==> src/rtl/irqagg_pkg.sv <==
package irqagg_pkg;
  typedef enum logic [1:0] {
    OFS_STATUS = 2'd0,
    OFS_SETALL = 2'd1,
    OFS_ENABLE = 2'd2,
    OFS_MASKED = 2'd3
  } ofs_e;

  function automatic ofs_e low_ofs(input logic [1:0] a);
    return ofs_e'(a);
  endfunction
endpackage

==> src/rtl/irqagg_edge.sv <==
module irqagg_edge #(
  parameter int N_SRC = 32
) (
  input  logic             clk,
  input  logic             rst,
  input  logic [N_SRC-1:0] src_i,
  output logic [N_SRC-1:0] fall_o
);
  logic [N_SRC-1:0] prev_q;

  always_ff @(posedge clk) begin
    if (rst) prev_q <= '0;
    else     prev_q <= src_i;
  end

  assign fall_o = prev_q & ~src_i;
endmodule

==> src/rtl/irqagg_bus.sv <==
module irqagg_bus
  import irqagg_pkg::*;
#(
  parameter int N_SRC  = 32,
  parameter int ADDR_W = 3
) (
  input  logic              wr_en_i,
  input  logic [ADDR_W-1:0] addr_i,
  input  logic [N_SRC-1:0]  status_q,
  input  logic [N_SRC-1:0]  enable_q,
  output logic              wr_clr_o,
  output logic              wr_set_o,
  output logic              wr_enb_o,
  output logic [N_SRC-1:0]  rdata_o
);
  logic mapped;
  ofs_e ofs;

  generate
    if (ADDR_W > 2) begin : g_upper
      assign mapped = (addr_i[ADDR_W-1:2] == '0);
    end else begin : g_exact
      assign mapped = 1'b1;
    end
  endgenerate

  assign ofs      = low_ofs(addr_i[1:0]);
  assign wr_clr_o = wr_en_i && mapped && (ofs == OFS_STATUS);
  assign wr_set_o = wr_en_i && mapped && (ofs == OFS_SETALL);
  assign wr_enb_o = wr_en_i && mapped && (ofs == OFS_ENABLE);

  always_comb begin
    rdata_o = '0;
    if (mapped) begin
      case (ofs)
        OFS_STATUS: rdata_o = status_q;
        OFS_SETALL: rdata_o = status_q;
        OFS_ENABLE: rdata_o = enable_q;
        OFS_MASKED: rdata_o = status_q & enable_q;
        default:    rdata_o = '0;
      endcase
    end
  end
endmodule

==> src/rtl/irqagg_regs.sv <==
module irqagg_regs #(
  parameter int N_SRC = 32
) (
  input  logic             clk,
  input  logic             rst,
  input  logic [N_SRC-1:0] src_i,
  input  logic [N_SRC-1:0] fall_i,
  input  logic             wr_clr_i,
  input  logic             wr_set_i,
  input  logic             wr_enb_i,
  input  logic [N_SRC-1:0] wdata_i,
  output logic [N_SRC-1:0] status_q,
  output logic [N_SRC-1:0] enable_q,
  output logic             irq_q
);
  function automatic logic [N_SRC-1:0] next_status(
    input logic [N_SRC-1:0] cur,
    input logic             clr,
    input logic             set,
    input logic [N_SRC-1:0] wd,
    input logic [N_SRC-1:0] src,
    input logic [N_SRC-1:0] fall
  );
    logic [N_SRC-1:0] base;
    base = set ? wd : (clr ? (cur & ~wd) : cur);
    return (base | src) & ~fall;
  endfunction

  function automatic logic any_pending(
    input logic [N_SRC-1:0] st,
    input logic [N_SRC-1:0] en
  );
    return |(st & en);
  endfunction

  logic [N_SRC-1:0] status_nxt;
  logic [N_SRC-1:0] enable_nxt;

  assign status_nxt = next_status(status_q, wr_clr_i, wr_set_i, wdata_i, src_i, fall_i);
  assign enable_nxt = wr_enb_i ? wdata_i : enable_q;

  always_ff @(posedge clk) begin
    if (rst) begin
      status_q <= '0;
      enable_q <= '0;
      irq_q    <= 1'b0;
    end else begin
      status_q <= status_nxt;
      enable_q <= enable_nxt;
      irq_q    <= any_pending(status_nxt, enable_nxt);
    end
  end
endmodule

==> src/rtl/irqagg.sv <==
module irqagg #(
  parameter int N_SRC  = 32,
  parameter int ADDR_W = 3
) (
  input  logic              clk,
  input  logic              rst,
  input  logic [N_SRC-1:0]  src_i,
  input  logic              wr_en_i,
  input  logic [ADDR_W-1:0] addr_i,
  input  logic [N_SRC-1:0]  wdata_i,
  output logic [N_SRC-1:0]  rdata_o,
  output logic              irq_o
);
  logic [N_SRC-1:0] fall_w;
  logic [N_SRC-1:0] status_q;
  logic [N_SRC-1:0] enable_q;
  logic             wr_clr_w;
  logic             wr_set_w;
  logic             wr_enb_w;

  irqagg_edge #(.N_SRC(N_SRC)) u_edge (
    .clk    (clk),
    .rst    (rst),
    .src_i  (src_i),
    .fall_o (fall_w)
  );

  irqagg_bus #(.N_SRC(N_SRC), .ADDR_W(ADDR_W)) u_bus (
    .wr_en_i  (wr_en_i),
    .addr_i   (addr_i),
    .status_q (status_q),
    .enable_q (enable_q),
    .wr_clr_o (wr_clr_w),
    .wr_set_o (wr_set_w),
    .wr_enb_o (wr_enb_w),
    .rdata_o  (rdata_o)
  );

  irqagg_regs #(.N_SRC(N_SRC)) u_regs (
    .clk      (clk),
    .rst      (rst),
    .src_i    (src_i),
    .fall_i   (fall_w),
    .wr_clr_i (wr_clr_w),
    .wr_set_i (wr_set_w),
    .wr_enb_i (wr_enb_w),
    .wdata_i  (wdata_i),
    .status_q (status_q),
    .enable_q (enable_q),
    .irq_q    (irq_o)
  );
endmodule

==> config.mk <==
export PLATFORM = sky130hd
export DESIGN_NAME = irqagg
export DESIGN_NICKNAME = d
export VERILOG_FILES = /design/src/rtl/irqagg_pkg.sv /design/src/rtl/irqagg_edge.sv /design/src/rtl/irqagg_bus.sv /design/src/rtl/irqagg_regs.sv /design/src/rtl/irqagg.sv
export SDC_FILE = /design/constraint.sdc
export NUM_CORES = 1
export LEC_CHECK = 0
export BUFFER_PORTS_ARGS = -buffer_cell sky130_fd_sc_hd__buf_4
export CORE_AREA = 3 3 96 98
export CTS_CLUSTER_SIZE = 16
export DETAILED_ROUTE_END_ITERATION = 10
export DIE_AREA = 0 0 99 101
export MAX_ROUTING_LAYER = met4
export PLACE_DENSITY = 0.87
export SLEW_MARGIN = 20
export SYNTH_ARGS = -nofsm -noshare
export SYNTH_HDL_FRONTEND = slang
export SYNTH_SLANG_ARGS = --single-unit
==> constraint.sdc <==
create_clock -name clk -period 2.15 [get_ports clk]
set_input_delay 0 -clock clk [delete_from_list [all_inputs] [get_ports clk]]
set_output_delay 0 -clock clk [all_outputs]
set_load 0.02 [all_outputs]
==> results of run 1 <==
worst max-delay path, stage by stage:
cell and delay, ps:
buf_4 150, nor4bb_4 350, buf_12 290, mux2i_1 290
a21oi_1 70, nor4_1 390, and4_1 300, a41oi_2 110
stage by stage:
| step | worst slack, ps | total power, mW | cells |
|---|---|---|---|
| 2_1_floorplan | 456 | 2.33 | 533 |
| 3_3_place_gp | 152 | 2.57 | 717 |
| 3_5_place_dp | 35.4 | 2.60 | 717 |
| 4_1_cts | 407 | 4.03 | 797 |
| 5_1_grt | 276 | 4.18 | 798 |
| 6_report | 361 | 4.03 | 798 |
cell usage after synthesis:
master      n
nor3_1     34
nand4bb_1   1
nor4bb_4    1
nand4_1     8
a2111o_1   22
clkbuf_1   19
a41oi_2     1
dfxtp_1    97
inv_1      54
o22a_1      1
buf_1       3
a2111oi_1   1
nor4bb_1    1
nor2b_1    65
mux2i_1    32
nor2_1     67
and4_1      1
nand2_1     8
nor4b_4     1
a2111oi_0   1
a21oi_1    60
and3_1      1
a31oi_1    30
buf_2       2
nor4_1      7
buf_6       9
nor3b_1     2
buf_4       4
repair_timing:
action	in CTS	in global routing
hold buffers	64	0
endpoints found under the setup margin	0	0
hold endpoints to repair	96	0
sequential cells by signal (all words and copies together) (netlist names):
register / cells
u_regs.status_q: 32
u_regs.enable_q: 32
u_regs.irq_q: 1
u_edge.prev_q: 32
layout make-up:
type / instances / area, µm² / area share (%)
Antenna cell: 1 / 2.50 / 0.0403
Clock buffer: 11 / 151 / 2.44
Clock inverter: 5 / 85.1 / 1.37
Inverter: 54 / 203 / 3.27
Multi-Input combinational cell: 345 / 2170 / 35.0
Sequential cell: 97 / 1940 / 31.3
Tap cell: 108 / 135 / 2.18
Timing Repair Buffer: 177 / 1510 / 24.4
cell families (layout without fill, tap and decap cells):
| family | Yosys count | in the layout |
|---|---|---|
| and+or+nand+nor | 197 | 197 |
| AOI/OAI and AO/OA | 116 | 116 |
| DFF | 97 | 97 |
| buffers and inverters | 91 | 247 |
| muxes | 32 | 32 |
| other | 0 | 1 |
power groups by stage:
stage	sequential [mW]	combinational, mW	clock (mW)
4_1_cts	1.94	0.720	1.38
5_1_grt	1.95	0.789	1.44
2_1_floorplan	1.97	0.365	0
6_report	1.94	0.729	1.36
3_5_place_dp	1.98	0.621	0
3_3_place_gp	1.97	0.602	0
metal layers:
layer  part of all wire [%]  up-vias
met5                      0        -
met4                    2.8        0
met3                    6.3       36
met1                     41     2111
met2                     50      184
li1                       -     2144
final timing paths:
| path | start | endpoint | slack (ps) | depth (start not counted) |
|---|---|---|---|---|
| worst min-delay path | rst | u_regs.enable_q[2]$_SDFF_PP0_ | 260 | 2 |
| worst max-delay path | addr_i[0] | u_regs.irq_q$_SDFF_PP0_ | 360 | 8 |
| worst min register to register | u_regs.status_q[28]$_SDFF_PP0_ | u_regs.status_q[28]$_SDFF_PP0_ | 510 | 2 |
| worst max register to register | u_edge.prev_q[11]$_SDFF_PP0_ | u_regs.irq_q$_SDFF_PP0_ | 460 | 6 |
==> results_dict.tcl, run 1 <==
set metrics [dict create \
    grt_use_total_pct 26.5 \
    yosys_register_bits 97 \
    placed_cell_area_um2 5320 \
    p_int_mw 2.98 \
    met2_usage_pct 45.7 \
    ys_top_cells_by_area "dfxtp_1 (43%), nor2b_1 (9.0%), mux2i_1 (7.1%), a21oi_1 (6.6%), nor2_1 (5.6%)" \
    max_freq_ghz 0.559 \
    synth.distinct_cells 28 \
    ctsResizeCount 0 \
    grt-ovfl-total 0 \
    max_slew.worst_pin.slew_ps 983 \
    ios 103 \
    hold_class "in -> reg" \
    start_util_pct 52.9 \
    fin_skew_ps 12.9 \
    setup_violations 0 \
    root_buffer "clkbuf_8" \
    synth_cells 533 \
    cts_max_path_buffers 2 \
    grt_max_degree 98 \
    endpoint_kind "flop" \
    clk_pin_slew_ps 90 \
    hold_ws_ps 256 \
    wl_per_cell_um 16.4 \
    syn_avg_cell_area_um2 8.48 \
    fin_area_um2 6200 \
    fp.dieW_um 99 \
    cap_violations 0 \
    htree_levels 3 \
    post-dp-hpwl_mm 8.32 \
    cp.arrival_ps 1980 \
    gr-usage-met3_pct 6.16 \
    yosys.area.top_type "dfxtp_1" \
    critPathKind "in -> reg" \
    grt_busiest_layer "met2" \
    grtUsageMet1_pct 30.3 \
    period_minus_slack_ps 1790 \
    synth_area_um2 4520 \
    maxSlewViolCount 0 \
    start_kind "input pin" \
    drt_wl_total_mm 13.1 \
    worstPathRequired_ps 2340 \
    seq_area_frac_synth_pct 43.0 \
    syn-num-nets 603 \
    outcome "completed" \
    antenna_left 0 \
    areaGrowthSynthToFinish_pct 37.2 \
    final_util_pct 72.5 \
    nFillCells 574 \
    grt_pass1_wl_mm 20.8 \
    cts.sinks 97 \
    drt_iter0_drc 369 \
    hold_violations 0 \
    synthSimpleGateAreaFrac_pct 23.3 \
    rows 34 \
    rsz0062_at_grt "false" \
    path_max_fanout 32 \
    insertion_delay_ps 360 \
    synthMuxAreaShare_pct 7.09 \
    tritoncts "built" \
    grt_antenna_before_repair 1 \
    numPortBuffers 102 \
    max_slew_margin_pct 34.5 \
    synth_top_area_share_pct 43.0 \
    tns_ps 0 \
    synthXorXnorAreaFrac_pct 0 \
    num_vias 4475 \
    drive_above_1_share_pct 19.4 \
    drcViolationCount 0 \
    p_leak_nw 2.57 \
    drtPass1Iterations 5 \
    synth-compound-area-share_pct 17.2 \
    fin_crit_sh_pct 83.2 \
    fin_nets 754 \
    gp_congestion 0.881 \
    synthAdderAreaFrac_pct 0 \
    power_switching_mw 1.05 \
    power_frac_seq_pct 48.1 \
    pwr-share-comb_pct 18.1 \
    grt_pass1_vias 4454 \
    final_cell_mix "buf_4 (111), dfxtp_1 (97), nor2_1 (67), nor2b_1 (64), dlygate4sd3_1 (64)" \
    p_clk_share_pct 33.8 \
    ir_drop_mv 0.427 \
    p_sw_share_pct 26.1 \
    cts_buffers 9 \
    postCtsSetupBuffers 0 \
    viasPerCell 5.61 \
    ys_warn_count 0 \
    coreArea_um2 8550 \
    dieArea_um2 10000 \
    die-height_um 101 \
    layout_commonest_cell "buf_4" \
    power_density_nw_per_um2 650 \
    synth_top_family_by_area "simple AND/OR/NAND/NOR gates" \
]
(Power assumes the default switching activity.)
==> run 2: changes to the inputs <==
--- a/config.mk
+++ b/config.mk
@@ -5,13 +5,14 @@
 export SDC_FILE = /design/constraint.sdc
 export NUM_CORES = 1
 export LEC_CHECK = 0
+export ABC_AREA = 1
 export BUFFER_PORTS_ARGS = -buffer_cell sky130_fd_sc_hd__buf_4
-export CORE_AREA = 3 3 96 98
+export CORE_AREA = 3 3 104 106
 export CTS_CLUSTER_SIZE = 16
 export DETAILED_ROUTE_END_ITERATION = 10
-export DIE_AREA = 0 0 99 101
+export DIE_AREA = 0 0 107 109
 export MAX_ROUTING_LAYER = met4
-export PLACE_DENSITY = 0.87
+export PLACE_DENSITY = 0.85
 export SLEW_MARGIN = 20
 export SYNTH_ARGS = -nofsm -noshare
 export SYNTH_HDL_FRONTEND = slang
==> constraint.sdc (replaced) <==
create_clock -name clk -period 1.64 [get_ports clk]
set_input_delay 0 -clock clk [delete_from_list [all_inputs] [get_ports clk]]
set_output_delay 0 -clock clk [all_outputs]
set_load 0.02 [all_outputs]
==> run 2 against run 1 <==
Compared with the run above: utilization shrank 6.2 points; sequential cell count unchanged; routed wire length up 4.3%; sequential power rose by 30%; clock-buffer cell count increased by 1; critical path type is now reg -> out.
==> results_dict.tcl, run 2 <==
set metrics [dict create \
    critPathMaxStageDelay_ps 350 \
    wl_per_cell_um 12.4 \
    synth_cells 827 \
    yosys.area.top_type "dfxtp_1" \
    critPathKind "reg -> out" \
    yosys_register_bits 97 \
    final_util_pct 66.3 \
    multi_input_area_um2 2260 \
    post-dp-hpwl_mm 9.16 \
    diodes 0 \
    dieArea_um2 11700 \
    insertion_delay_ps 350 \
    cts_max_path_buffers 2 \
    place_ws_ps 77.0 \
    synth.distinct_cells 19 \
    drive_above_1_share_pct 15.6 \
    slowest_stage "dfxtp_1" \
    grt_max_degree 42 \
    viasPerCell 4.80 \
    num_vias 5262 \
    worstPathRequired_ps 1640 \
    p_clk_share_pct 32.1 \
    max_slew_margin_pct 70.9 \
    seqCellArea_um2 1940 \
    maxSlewViolCount 0 \
    synthArstFlopShare_pct 0 \
    p_int_mw 3.83 \
    tritoncts "built" \
    cp.arrival_ps 1320 \
    outcome "completed" \
    hold_class "in -> reg" \
    reg_top3 "u_edge.prev_q (32), u_regs.enable_q (32), u_regs.status_q (32)" \
    power_switching_mw 1.44 \
    finalPower_mw 5.27 \
    setup_violations 0 \
    gp_congestion 0.874 \
    drtPass1Iterations 5 \
    synth_edf_count 0 \
    power_frac_seq_pct 48.0 \
    coreArea_um2 9860 \
    fin_crit_sh_pct 80.2 \
    cpLargestDelayFamily "simple AND/OR/NAND/NOR gates" \
    ys.flop_type "dfxtp_1" \
    max_slew.worst_pin.slew_ps 437 \
    pwr-share-comb_pct 20.0 \
    p_leak_nw 3.42 \
    drt_iter0_drc 310 \
    die-height_um 109 \
    ctsResizeCount 0 \
    numPortBuffers 102 \
    syn-num-nets 897 \
    synthTopCellsByCount "nand2_1 (229), inv_1 (150), nor2_1 (139)" \
    seq_area_frac_synth_pct 39.2 \
    endpoint_kind "output port" \
    synth_top_area_share_pct 39.2 \
    grt-ovfl-total 0 \
    syn_avg_cell_area_um2 6.00 \
    cts.sinks 97 \
    layout_commonest_cell "nand2_1" \
    period_minus_slack_ps 1320 \
    tns_ps 0 \
    rows 36 \
    path_max_fanout 2 \
    grt_antenna_before_repair 0 \
    clk_pin_slew_ps 90 \
    cts_buffers 9 \
    rsz0062_at_grt "false" \
    grt_pass1_wl_mm 22.4 \
    crit_chain "nor2_1, nor3_1, buf_4" \
    fin_skew_ps 6.20 \
    antenna_left 0 \
    ir_drop_mv 0.516 \
    areaGrowthSynthToFinish_pct 32.0 \
    start_kind "flop" \
    layout.cells.non_filler 1097 \
    grt_pass1_vias 4887 \
    ios 103 \
    drcViolationCount 0 \
    cap_violations 0 \
    fp.dieW_um 107 \
    hold_violations 0 \
    final_cell_mix "nand2_1 (228), inv_1 (150), nor2_1 (138), buf_4 (123), dfxtp_1 (97)" \
    placedCellCount 1047 \
    yosysMostFrequentCell "nand2_1" \
    fin_nets 1030 \
    ys_top_cells_by_area "dfxtp_1 (39%), nand2_1 (17%), inv_1 (11%), nor2_1 (11%), nand3_1 (5.7%)" \
    drt_wl_total_mm 13.6 \
    worst_slack_ps 324 \
    start_util_pct 50.3 \
    max_freq_ghz 0.760 \
    nFillCells 857 \
    critical_path_buf_inv_count 1 \
    grt_use_total_pct 24.6 \
    power_density_nw_per_um2 805 \
    ys_warn_count 0 \
    root_buffer "clkbuf_8" \
    p_sw_share_pct 27.3 \
    synth_area_um2 4960 \
    htree_levels 3 \
]
==> run 2: cell types whose count changed after synthesis, sizes merged, moves of 30 or more <==
cell and change:
nor2b -65, nand2 +222, mux2i -32, inv +98
nand3 +56, o21ai +35, a31oi -30, nor2 +75
==> run 2: timing repair <==
action                                 CTS  global route
hold buffers                            35             0
buffers inserted                         0             0
endpoints found under the hold margin   67             0
==> run 2: path summary, 6_finish.rpt <==
kind                                                     start                              to  slack (ps)  cells past startpoint
worst min register to register    u_edge.prev_q[31]$_SDFF_PP0_  u_regs.status_q[31]$_SDFF_PP0_         530                      3
worst max-delay path            u_regs.enable_q[15]$_SDFF_PP0_                     rdata_o[15]         320                      3
worst max register to register  u_regs.status_q[15]$_SDFF_PP0_         u_regs.irq_q$_SDFF_PP0_         430                     10
worst min-delay path                               wdata_i[28]  u_regs.enable_q[28]$_SDFF_PP0_          20                      5
==> run 2: power groups by stage <==
stage | sequential [mW] | combinational (mW) | clock [mW]
after floorplan | 2.57 | 0.579 | 0
after global placement | 2.58 | 0.956 | 0
after detailed placement | 2.58 | 0.972 | 0
after CTS | 2.53 | 1.04 | 1.72
after global routing | 2.54 | 1.18 | 1.80
final | 2.53 | 1.05 | 1.69
==> run 2: cell type report <==
| type | count | area share [%] |
|---|---|---|
| Sequential cell | 97 | 29.7 |
| Clock buffer | 12 | 2.22 |
| Timing Repair Buffer | 164 | 21.3 |
| Clock inverter | 3 | 0.994 |
| Tap cell | 133 | 2.54 |
| Multi-Input combinational cell | 536 | 34.6 |
| Inverter | 152 | 8.72 |
==> run 2: routing by layer <==
metal  track usage, %  part of all wire (%)  vias to the layer above
met3             4.85                   7.0                       15
li1                 -                     -                     2732
met5                -                     0                        -
met4             6.76                   1.8                        0
met1             30.6                    43                     2301
met2             40.9                    48                      214
==> run 2: tightest hold or removal path, cell delays in order <==
cell and delay [ps]:
buf_4 110, inv_1 60, o21ai_1 80, inv_1 50, nor2_1 30
==> run 2: metrics by stage <==
step,area (µm²),hold slack (ps)
2_1_floorplan,4960,136
3_3_place_gp,5980,227
3_5_place_dp,5980,233
4_1_cts,6550,3.82
5_1_grt,6550,34.5
6_report,6550,17.0
==> run 2: cell families after synthesis <==
kind of cell / after synthesis / share of synthesized area, %
AND/OR/NAND/NOR: 460 / 37.3
buffers and inverters: 194 / 15.4
AO/OA/AOI/OAI: 76 / 8.07
flip-flops: 97 / 39.2
